$ cat config.mk
export PLATFORM = sky130hd
export DESIGN_NAME = pwm_sync_trig_ctrl
export DESIGN_NICKNAME = d
export VERILOG_FILES = /design/src/rtl/pwm_sync_pkg.sv /design/src/rtl/trig_edge_sync.sv /design/src/rtl/hw_trig_flag.sv /design/src/rtl/sw_sync_flag.sv /design/src/rtl/pwm_sync_trig_ctrl.sv
export SDC_FILE = /design/constraint.sdc
export NUM_CORES = 1
export LEC_CHECK = 0
export ABC_AREA = 1
export CAP_MARGIN = 20
export CORE_MARGIN = 2
export CORE_UTILIZATION = 35
export CTS_CLUSTER_SIZE = 16
export DETAILED_ROUTE_END_ITERATION = 8
export HOLD_SLACK_MARGIN = 0.05
export PLACE_DENSITY = 0.73
export SLEW_MARGIN = 20
export SYNTH_ARGS = -nofsm -noshare
export SYNTH_HDL_FRONTEND = slang
export SYNTH_SLANG_ARGS = --single-unit
$ cat constraint.sdc
create_clock -name clk_i -period 2.35 [get_ports clk_i]
set_clock_uncertainty 0.05 [all_clocks]
set_input_delay 0.47 -clock clk_i [delete_from_list [all_inputs] [get_ports clk_i]]
set_output_delay 0.47 -clock clk_i [all_outputs]
set_load 0.01 [all_outputs]
$ cat src/rtl/pwm_sync_pkg.sv
package pwm_sync_pkg;

  // Field order matches cfg_wdata_i[MODE_LSB +: MODE_W], msb first.
  typedef struct packed {
    logic swrst_sel;
    logic reinit_sel;
    logic pwmsync_sel;
    logic enh_mode;
    logic hold_mode;
  } sync_mode_t;

  localparam int unsigned MODE_W = $bits(sync_mode_t);

  // 1: software request clears in the event cycle; 0: at next loading point
  function automatic logic sw_clr_at_event(sync_mode_t m);
    if (m.enh_mode) return m.swrst_sel;
    return !m.pwmsync_sel && m.reinit_sel;
  endfunction

endpackage

$ cat src/rtl/trig_edge_sync.sv
module trig_edge_sync #(
  parameter int unsigned STAGES = 2
) (
  input  logic clk_i,
  input  logic rst_ni,
  input  logic async_i,
  output logic rise_o
);

  logic [STAGES-1:0] chain_q;
  logic              prev_q;

  always_ff @(posedge clk_i or negedge rst_ni) begin
    if (!rst_ni) chain_q[0] <= 1'b0;
    else         chain_q[0] <= async_i;
  end

  for (genvar s = 1; s < STAGES; s++) begin : g_stage
    always_ff @(posedge clk_i or negedge rst_ni) begin
      if (!rst_ni) chain_q[s] <= 1'b0;
      else         chain_q[s] <= chain_q[s-1];
    end
  end

  always_ff @(posedge clk_i or negedge rst_ni) begin
    if (!rst_ni) prev_q <= 1'b0;
    else         prev_q <= chain_q[STAGES-1];
  end

  assign rise_o = chain_q[STAGES-1] && !prev_q;


  rise_single_chk: assert property (@(posedge clk_i) disable iff (!rst_ni)
    rise_o |=> !rise_o);

endmodule

$ cat src/rtl/hw_trig_flag.sv
module hw_trig_flag (
  input  logic clk_i,
  input  logic rst_ni,
  input  logic we_i,
  input  logic wbit_i,
  input  logic hold_i,
  input  logic rise_i,
  output logic en_o,
  output logic start_o
);

  logic en_q, start_q, ev;

  assign ev = rise_i && en_q;

  always_ff @(posedge clk_i or negedge rst_ni) begin
    if (!rst_ni) begin
      en_q    <= 1'b0;
      start_q <= 1'b0;
    end else begin
      start_q <= ev;
      if (we_i)              en_q <= wbit_i;   // write wins
      else if (ev && !hold_i) en_q <= 1'b0;
    end
  end

  assign en_o    = en_q;
  assign start_o = start_q;


  start_needs_en_chk: assert property (@(posedge clk_i) disable iff (!rst_ni)
    start_o |-> $past(en_o));

  auto_clr_chk: assert property (@(posedge clk_i) disable iff (!rst_ni)
    (!we_i && !hold_i && en_o && rise_i) |=> (!en_o && start_o));

  hold_keep_chk: assert property (@(posedge clk_i) disable iff (!rst_ni)
    (!we_i && hold_i && en_o) |=> en_o);

  wr_wins_chk: assert property (@(posedge clk_i) disable iff (!rst_ni)
    (we_i && wbit_i) |=> en_o);

endmodule

$ cat src/rtl/sw_sync_flag.sv
module sw_sync_flag
  import pwm_sync_pkg::*;
(
  input  logic       clk_i,
  input  logic       rst_ni,
  input  logic       we_i,
  input  logic       wbit_i,
  input  sync_mode_t mode_i,
  input  logic       load_pt_i,
  input  logic       done_i,
  output logic       req_o,
  output logic       start_o
);

  logic req_q, start_q, ev, imm;

  assign ev  = we_i && wbit_i;
  assign imm = sw_clr_at_event(mode_i);

  always_ff @(posedge clk_i or negedge rst_ni) begin
    if (!rst_ni) begin
      req_q   <= 1'b0;
      start_q <= 1'b0;
    end else begin
      start_q <= ev;
      if (ev)                                    req_q <= !imm;
      else if (we_i)                             req_q <= 1'b0;
      else if (done_i || (load_pt_i && !imm))    req_q <= 1'b0;
    end
  end

  assign req_o   = req_q;
  assign start_o = start_q;


  wr0_clr_chk: assert property (@(posedge clk_i) disable iff (!rst_ni)
    (we_i && !wbit_i) |=> !req_o);

  done_clr_chk: assert property (@(posedge clk_i) disable iff (!rst_ni)
    (!we_i && req_o && done_i) |=> !req_o);

  wr1_wins_chk: assert property (@(posedge clk_i) disable iff (!rst_ni)
    (we_i && wbit_i && !imm) |=> (req_o && start_o));

  imm_clr_chk: assert property (@(posedge clk_i) disable iff (!rst_ni)
    (we_i && wbit_i && imm) |=> (!req_o && start_o));

  load_clr_chk: assert property (@(posedge clk_i) disable iff (!rst_ni)
    (!we_i && req_o && load_pt_i) |=> !req_o);

  req_keep_chk: assert property (@(posedge clk_i) disable iff (!rst_ni)
    (!we_i && req_o && !done_i && !load_pt_i) |=> req_o);

endmodule

$ cat src/rtl/pwm_sync_trig_ctrl.sv
module pwm_sync_trig_ctrl
  import pwm_sync_pkg::*;
#(
  parameter int unsigned NUM_TRIG    = 3,
  parameter int unsigned SYNC_STAGES = 2,
  localparam int unsigned EN_LSB     = 1,
  localparam int unsigned MODE_LSB   = EN_LSB + NUM_TRIG,
  localparam int unsigned CFG_W      = MODE_LSB + MODE_W
) (
  input  logic                clk_i,
  input  logic                rst_ni,
  input  logic                cfg_we_i,
  input  logic [CFG_W-1:0]    cfg_wdata_i,
  input  logic                load_pt_i,
  input  logic                sync_done_i,
  input  logic [NUM_TRIG-1:0] hw_trig_i,
  output logic                sw_req_o,
  output logic [NUM_TRIG-1:0] hw_en_o,
  output logic                sw_start_o,
  output logic [NUM_TRIG-1:0] hw_start_o
);

  sync_mode_t mode_q, mode_wr, mode_eff;

  assign mode_wr  = sync_mode_t'(cfg_wdata_i[MODE_LSB +: MODE_W]);
  assign mode_eff = cfg_we_i ? mode_wr : mode_q;

  always_ff @(posedge clk_i or negedge rst_ni) begin
    if (!rst_ni)       mode_q <= '0;
    else if (cfg_we_i) mode_q <= mode_wr;
  end

  sw_sync_flag i_sw_flag (
    .clk_i     (clk_i),
    .rst_ni    (rst_ni),
    .we_i      (cfg_we_i),
    .wbit_i    (cfg_wdata_i[0]),
    .mode_i    (mode_eff),
    .load_pt_i (load_pt_i),
    .done_i    (sync_done_i),
    .req_o     (sw_req_o),
    .start_o   (sw_start_o)
  );

  for (genvar i = 0; i < NUM_TRIG; i++) begin : g_trig
    logic rise;

    trig_edge_sync #(.STAGES(SYNC_STAGES)) i_sync (
      .clk_i   (clk_i),
      .rst_ni  (rst_ni),
      .async_i (hw_trig_i[i]),
      .rise_o  (rise)
    );

    hw_trig_flag i_flag (
      .clk_i   (clk_i),
      .rst_ni  (rst_ni),
      .we_i    (cfg_we_i),
      .wbit_i  (cfg_wdata_i[EN_LSB+i]),
      .hold_i  (mode_eff.hold_mode),
      .rise_i  (rise),
      .en_o    (hw_en_o[i]),
      .start_o (hw_start_o[i])
    );
  end


  reset_idle_chk: assert property (@(posedge clk_i) disable iff (!rst_ni)
    $past(!rst_ni) |-> (!sw_req_o && hw_en_o == '0 && !sw_start_o && hw_start_o == '0));

endmodule

======== Word-level counts from Yosys, hierarchy flattened ========
Index checks and enable logic that the tools add are counted.
word-level totals
  register bits ........................... 22
  latch bits .............................. 0
  RAM bits ................................ 0
  ROM bits ................................ 0
  input port bits ......................... 17
  output and inout bits ................... 8
  logic and storage cells ................. 58
  memories ................................ 0
cells by class
  add/sub/neg operators ................... 0
  multiply operators ...................... 0
  div/mod/pow operators ................... 0
  $lt $le $gt $ge ......................... 0
  equality and inequality tests ........... 0
  shifts and indexed selects .............. 0
  multiplexer cells ....................... 13
  bitwise logic cells ..................... 0
  reduce and logical (&&, ||, !) cells .... 23
operators with widths
  operator           number
  $logic_and 1x1->1  12
  $mux 1             12
  $logic_not 1->1    6
  $reduce_bool 2->1  3
  $mux 5             1
  $reduce_bool 3->1  1
  $logic_or 1x1->1   1

======== Depth between registers and ports, before layout ========
Gate-level depths: netlist of run 1.
  word-level depth ........................ 10
  mapped depth ............................ 7
  depth with buffers taken out ............ 7

======== Modules after synthesis ========
Synthesis of run 1 repeated with hierarchy kept, for this count alone.
second synthesis, totals
  cells, all modules ...................... 82
  area total of the unflattened synthesis .. 805.8 µm²
by module, submodules not included
  module              instances  cells each  area each (µm²)  sequential area each (µm²)
  trig_edge_sync      3          5           85.1             75.1
  hw_trig_flag        3          11          83.8             50.0
  pwm_sync_trig_ctrl  1          21          185.2            125.1
  sw_sync_flag        1          13          113.9            50.0

======== Worst setup path before layout of run 1 ========
Ideal clock, no wire load.
  kind .................................... input -> register
  start ................................... in cfg_we_i
  end ..................................... reg i_sw_flag.req_q (netlist: i_sw_flag.req_o)
  arrival ................................. 0.927 ns
  required time ........................... 2.184 ns
  setup slack ............................. 1.257 ns
  stages on the path ...................... 6
  path through ............................ inv_1 > nand2_1 > nand2_1 > nand3_2 > nand3_1 > nand2_1
RTL lines
  what                    RTL line                  source
  start: declaration      pwm_sync_trig_ctrl.sv:12  input logic cfg_we_i,
  end signal: assignment  sw_sync_flag.sv:26        if (ev) req_q <= !imm;
  end: declaration        sw_sync_flag.sv:15        logic req_q, start_q, ev, imm;

======== Worst setup path after layout of run 1 ========
  start ................................... reg g_trig[0].i_flag.en_q
  end ..................................... out hw_en_o[0]
RTL lines
  what                      RTL line                  source
  start: declaration        hw_trig_flag.sv:12        logic en_q, start_q, ev;
  start signal: assignment  hw_trig_flag.sv:22        if (we_i) en_q <= wbit_i;
  end: declaration          pwm_sync_trig_ctrl.sv:18  output logic [NUM_TRIG-1:0] hw_en_o,
No word-level cell between the ends.

==> results of run 1 <==
-- worst max-delay path by stage --
stage	end	slack (ns)	from	cells past startpoint
final	hw_en_o[0]	0.62	g_trig[0].i_flag.en_o$_DFFE_PN0P_	1
after global routing	hw_en_o[1]	0.54	g_trig[1].i_flag.en_o$_DFFE_PN0P_	1
after CTS	hw_en_o[0]	0.59	g_trig[0].i_flag.en_o$_DFFE_PN0P_	1
after detailed placement	i_sw_flag.req_o$_DFFE_PN0P_	0.62	cfg_we_i	6
after global placement	i_sw_flag.req_o$_DFFE_PN0P_	0.70	cfg_we_i	6
after floorplan	i_sw_flag.req_o$_DFFE_PN0P_	1.26	cfg_we_i	6
-- cell families (layout without fill, tap and decap cells) --
kind of cell	count (synthesis)	count (layout)	share of synthesized area, %
AND/OR/NAND/NOR	42	42	21.8
flip-flops	22	22	67.1
buffers and inverters	15	37	10.5
AO/OA/AOI/OAI	1	1	0.609
-- flip-flops by register name (all words and copies together) (netlist names) --
register	cells
g_trig.i_sync.chain_q	6
mode_q	5
g_trig.i_flag.en_o	3
g_trig.i_flag.start_o	3
g_trig.i_sync.prev_q	3
i_sw_flag.req_o	1
i_sw_flag.start_o	1
-- cell type report --
cell class                 count  share of cell area, %
clock buffer                   3                   2.09
sequential                    22                   51.1
multi-input combinational     43                   17.1
timing repair buffer          26                   23.7
tap                           28                   3.25
inverter                       8                   2.79
-- through the flow --
stage / total power [mW] / utilization (%) / hold WS (ns) / cells / cell area, um2
3_3_place_gp: 0.515 / 47.7 / 0.284 / 127 / 1050
2_1_floorplan: 0.465 / - / 0.124 / 80 / 821
6_report: 0.667 / 48.7 / 0.307 / 130 / 1080
5_1_grt: 0.710 / 48.7 / 0.320 / 130 / 1080
3_5_place_dp: 0.518 / 47.7 / 0.285 / 127 / 1050
4_1_cts: 0.677 / 48.7 / 0.309 / 130 / 1080
-- layout by cell type (no fill, tap or decap) --
cell / n
nand2_1: 31
clkdlybuf4s50_1: 24
dfrtp_1: 22
inv_1: 8
nand3_1: 5
nor2_1: 3
clkbuf_4: 3
buf_4: 2
o21ai_0: 1
and2_4: 1
nand3_2: 1
nor3b_1: 1
-- layer usage --
metal / routed length [um] / vias up
met5: 0 / -
met4: 9 / 0
met3: 101 / 2
met2: 586 / 22
met1: 577 / 251
li1: - / 284
-- power groups by stage --
stage                     registers [mW]  clock network, mW  logic, mW
after floorplan                    0.419                  0     0.0464
after global placement             0.420                  0     0.0958
after detailed placement           0.420                  0     0.0977
after CTS                          0.413              0.166     0.0978
after global routing               0.416              0.186      0.108
final                              0.412              0.158     0.0960
==> impl_metrics.py, run 1 <==
metrics = {
    "power_and_ir_drop": {
        "seq_power_share_pct": 61.9,
        "power.share.clock_pct": 23.7,
        "cellPowerDensity_mw_per_mm2": 619,
        "share_comb_of_total_power_pct": 14.4,
        "leakage_nw": 0.532,
        "netSwitchingPower_mw": 0.150,
        "ir_worst_vdd_v": 0.000399,
        "internal-power_mw": 0.517,
        "power.share.switching_pct": 22.5,
    },
    "sta": {
        "maxSlewViolCount": 0,
        "fin_setup_tns_ns": 0,
        "period_share_pct": 73.8,
        "final_hold_viol_count": 0,
        "achievable-frequency_mhz": 577,
        "max_slew_margin_pct": 82.4,
        "worst_slew_pin_slew_ns": 0.265,
        "finalSetupViolations": 0,
        "min_period_ns": 1.73,
        "timing.final.ws_setup_ns": 0.616,
        "rsz0062_at_grt": "false",
    },
    "global_route": {
        "antenna_found_initial": 0,
        "met2_usage_pct": 18.1,
        "gr-usage-met1_pct": 14.2,
        "met3_usage_pct": 3.71,
        "grt_max_degree": 23,
        "grt_pass1_wl_um": 2250,
        "grt_use_total_pct": 11.4,
        "busiest_layer": "met2",
        "grt-ovfl-total": 0,
        "grt_pass1_vias": 571,
    },
    "clock_network": {
        "post_cts_buffers": 0,
        "worstSkewPairLatency_ns": 0.29,
        "cts_buffers": 3,
        "ctsHoldBuffers": 0,
        "clk_pin_slew_worst_paths_ns": 0.11,
        "clockRootBuffer": "clkbuf_4",
        "htreeDepth": 1,
        "cts_tree": "done",
        "clockBufferDepth": 2,
        "clock-sinks": 22,
        "cts-resized-gates": 0,
    },
    "setup_path": {
        "arrival_ns": 1.21,
        "cp-start-kind": "flop",
        "path_cells": "clkdlybuf4s50_1",
        "slowest_stage": "clkdlybuf4s50_1",
        "r2r-start": "mode_q[1]$_DFF_PN0_",
        "reg2reg_depth": 5,
        "required_ns": 1.83,
        "cpPeakStageDelay_ns": 0.54,
        "critPathCaptureType": "output port",
        "r2r-end": "i_sw_flag.req_o$_DFFE_PN0P_",
        "critPathTopFamily": "buffers and inverters",
        "reg2reg_slack_ns": 1.35,
        "worstSetupPathType": "reg -> out",
        "crit_fanout": 3,
        "worst-path-buf-inv": 1,
    },
    "yosys": {
        "synth_fp_nets": 97,
        "syn-instance-count": 80,
        "synth_ff_type": "dfrtp_1",
        "synth-edff-count": 0,
        "synthesis.area_um2": 821,
        "yosys.area.top_type": "dfrtp_1",
        "synth.ff_latch_count": 22,
        "synth_commonest_cells": "31 x nand2_1, 22 x dfrtp_1, 8 x inv_1",
        "yosys.area.top_type_share_pct": 67.1,
        "synth_warnings": 0,
        "synthTopCellsByArea": "dfrtp_1 67%, nand2_1 14%, buf_4 5.5%, inv_1 3.7%, nand3_1 3.0%",
        "synth.most_common_cell": "nand2_1",
        "avgSynthCellArea_um2": 10.3,
        "synthArstFlopShare_pct": 100,
        "synth_cell_type_count": 11,
        "synth-seq-area-share_pct": 67.1,
    },
    "die": {
        "die_area_mm2": 0.00275,
        "die_x_um": 52.4,
        "initial_utilization_pct": 37.1,
        "die_h_um": 52.4,
        "top_level_ports": 25,
        "core_area_mm2": 0.00221,
        "num_rows": 17,
    },
    "placement": {
        "place_congestion": 0.688,
        "hpwl_um": 986,
        "place.port_buffers": 24,
        "post-place-ws_ns": 0.617,
    },
    "detailed_routing": {
        "via_count": 559,
        "routed_via_density": 4.30,
        "wl_um": 1280,
        "wl_per_cell_um": 9.81,
        "ant_nets": 0,
        "drt_iter0_markers": 7,
        "drc": 0,
        "drt-pass1-iter-count": 4,
    },
    "run_status": {
        "status": "complete, no violations",
    },
    "finish": {
        "n_fill_cell": 233,
        "area_growth_syn_to_layout_pct": 31.2,
        "seqCellArea_um2": 551,
        "antenna_cells": 0,
        "multiInputGateArea_um2": 184,
        "final_layout_size_suffix_gt1_share_pct": 6.86,
        "nets": 121,
    },
    "worst_hold_path": {
        "hp-start": "g_trig[2].i_sync.chain_q[0]$_DFF_PN0_",
        "hold_end": "g_trig[2].i_sync.chain_q[1]$_DFF_PN0_",
        "hp-class": "reg -> reg",
        "min_path_cells": 0,
    },
    "flow_run": {
        "drv_cap": 0,
    },
}
Note: power is estimated with default switching activity, not from simulation.
==> inputs of run 2 (changes only) <==
==> constraint.sdc (replaced) <==
create_clock -name clk_i -period 1.66 [get_ports clk_i]
set_clock_uncertainty 0.05 [all_clocks]
set_input_delay 0.332 -clock clk_i [delete_from_list [all_inputs] [get_ports clk_i]]
set_output_delay 0.332 -clock clk_i [all_outputs]
set_load 0.01 [all_outputs]
==> run 2 against run 1 <==
  * Routed wire length rose by 2.9%
  * Final cell count rose by 0.77%
  * Total power is 50% higher
  * Critical path depth unchanged
  * Cell area increased by 2.0%
  * Count of clock-buffer cells in the layout grew 1
  * Worst hold slack worse by 0.0038 ns
  * Sequential share of layout area fell by 0.99 points
  * Via count down 0.89%
  * Global-route usage decreased by 0.27 points
  * Critical endpoint is now sw_req_o
  * Largest cell class unchanged
  * Largest power group unchanged
==> impl_metrics.py, run 2 (synthesized netlist as in run 1, its figures left out) <==
metrics = {
    "finish": {
        "multiInputGateArea_um2": 184,
        "final_common_cell": "nand2_1",
        "largest_register": "g_trig.i_sync.chain_q",
        "seqCellArea_um2": 551,
        "antenna_cells": 0,
        "final_core_util_pct": 49.7,
        "instances_no_fill": 131,
        "area_growth_syn_to_layout_pct": 33.8,
        "final_layout_size_suffix_gt1_share_pct": 7.77,
        "n_fill_cell": 225,
        "nets": 121,
        "final_area_mm2": 0.00110,
        "largest_register_ffs": 6,
        "reg.largest.list": "g_trig.i_sync.chain_q x6, mode_q x5",
        "mostFrequentLayoutCells": "31 x nand2_1, 22 x dfrtp_1, 21 x clkdlybuf4s50_1, 8 x inv_1, 5 x nand3_1",
    },
    "power_and_ir_drop": {
        "share_comb_of_total_power_pct": 13.4,
        "internal-power_mw": 0.779,
        "power.share.clock_pct": 28.3,
        "power.share.switching_pct": 22.3,
        "total_power_mw": 1.00,
        "ir_worst_vdd_v": 0.000535,
        "cellPowerDensity_mw_per_mm2": 912,
        "leakage_nw": 0.573,
        "netSwitchingPower_mw": 0.223,
        "seq_power_share_pct": 58.3,
    },
    "detailed_routing": {
        "wl_per_cell_um": 10.0,
        "via_count": 554,
        "ant_nets": 0,
        "routed_via_density": 4.23,
        "drt-pass1-iter-count": 2,
        "drt_iter0_markers": 1,
        "drc": 0,
        "wl_um": 1310,
    },
    "global_route": {
        "antenna_found_initial": 0,
        "gr-usage-met1_pct": 13.7,
        "grt_pass1_vias": 527,
        "grt-ovfl-total": 0,
        "met3_usage_pct": 2.86,
        "busiest_layer": "met2",
        "met2_usage_pct": 17.1,
        "grt_use_total_pct": 11.2,
        "grt_max_degree": 23,
        "grt_pass1_wl_um": 2160,
    },
    "placement": {
        "place.port_buffers": 24,
        "hpwl_um": 1010,
        "post-place-ws_ns": 0.00616,
        "placed_area_mm2": 0.00105,
        "place_inst": 127,
        "place_congestion": 0.705,
    },
    "clock_network": {
        "clock-sinks": 22,
        "htreeDepth": 1,
        "clockRootBuffer": "clkbuf_4",
        "post_cts_buffers": 0,
        "cts_buffers": 3,
        "clk_pin_slew_worst_paths_ns": 0.11,
        "clockBufferDepth": 2,
        "cts-resized-gates": 0,
        "cts_tree": "done",
        "worstSkewPairLatency_ns": 0.30,
        "ctsHoldBuffers": 0,
    },
    "sta": {
        "finalSetupViolations": 0,
        "hold_ws_ns": 0.304,
        "period_share_pct": 96.4,
        "rsz0062_at_grt": "false",
        "max_slew_margin_pct": 81.9,
        "final_hold_viol_count": 0,
        "timing.final.ws_setup_ns": 0.0594,
        "min_period_ns": 1.60,
        "worst_slew_pin_slew_ns": 0.272,
        "achievable-frequency_mhz": 625,
        "maxSlewViolCount": 0,
        "fin_setup_tns_ns": 0,
    },
    "die": {
        "die_h_um": 52.4,
        "die_area_mm2": 0.00275,
        "core_area_mm2": 0.00221,
        "initial_utilization_pct": 37.1,
        "num_rows": 17,
        "top_level_ports": 25,
        "die_x_um": 52.4,
    },
    "setup_path": {
        "cp-start-kind": "flop",
        "slowest_stage": "clkdlybuf4s50_1",
        "path_cells": "clkdlybuf4s50_1",
        "crit_fanout": 2,
        "critPathCaptureType": "output port",
        "required_ns": 1.28,
        "critPathTopFamily": "buffers and inverters",
        "crit_start": "i_sw_flag.req_o$_DFFE_PN0P_",
        "worstSetupPathType": "reg -> out",
        "worst-path-buf-inv": 1,
        "arrival_ns": 1.22,
        "r2r-start": "mode_q[1]$_DFF_PN0_",
        "cpPeakStageDelay_ns": 0.54,
    },
    "flow_run": {
        "drv_cap": 0,
    },
    "run_status": {
        "status": "complete, no violations",
    },
    "worst_hold_path": {
        "hp-class": "in -> async",
    },
}
==> run 2: final timing paths <==
| path | slack [ns] | cells after the start | to |
|---|---|---|---|
| setup / recovery | 0.06 | 1 | sw_req_o |
| hold / removal | 0.30 | 2 | mode_q[4]$_DFF_PN0_ |
| setup reg to reg | 0.64 | 6 | i_sw_flag.req_o$_DFFE_PN0P_ |
| hold reg to reg | 0.31 | 0 | g_trig[2].i_sync.chain_q[1]$_DFF_PN0_ |
| max in group asynchronous | 1.04 | 2 | g_trig[0].i_sync.chain_q[0]$_DFF_PN0_ |
| min in group clk_i | 0.31 | 0 | g_trig[2].i_sync.chain_q[1]$_DFF_PN0_ |
==> run 2: power by group through the flow <==
stage / logic, mW / registers [mW] / clock network [mW]
floorplan: 0.0657 / 0.593 / 0
global placement: 0.136 / 0.594 / 0
detailed placement: 0.139 / 0.595 / 0
CTS: 0.139 / 0.585 / 0.300
global route: 0.149 / 0.588 / 0.322
finish: 0.134 / 0.584 / 0.284
==> run 2: cell type report <==
type	instances	share of cell area, %
timing repair buffer	26	23.9
sequential	22	50.1
multi-input combinational	43	16.7
inverter	8	2.73
clock buffer	4	3.30
tap	28	3.19
==> run 2: per-layer routing <==
layer	vias up	share of wire, %	routed length [um]
met5	-	0	0
met4	0	2.1	28
li1	283	-	-
met1	245	45	589
met3	3	8.6	113
met2	23	44	580
==> inputs of run 3 (changes only) <==
--- a/config.mk
+++ b/config.mk
@@ -13,7 +13,6 @@
 export DETAILED_ROUTE_END_ITERATION = 8
 export HOLD_SLACK_MARGIN = 0.05
 export PLACE_DENSITY = 0.73
-export SLEW_MARGIN = 20
 export SYNTH_ARGS = -nofsm -noshare
 export SYNTH_HDL_FRONTEND = slang
 export SYNTH_SLANG_ARGS = --single-unit
==> results of run 3 <==
The final DEF is identical to that of run 2; final timing and power are the same.
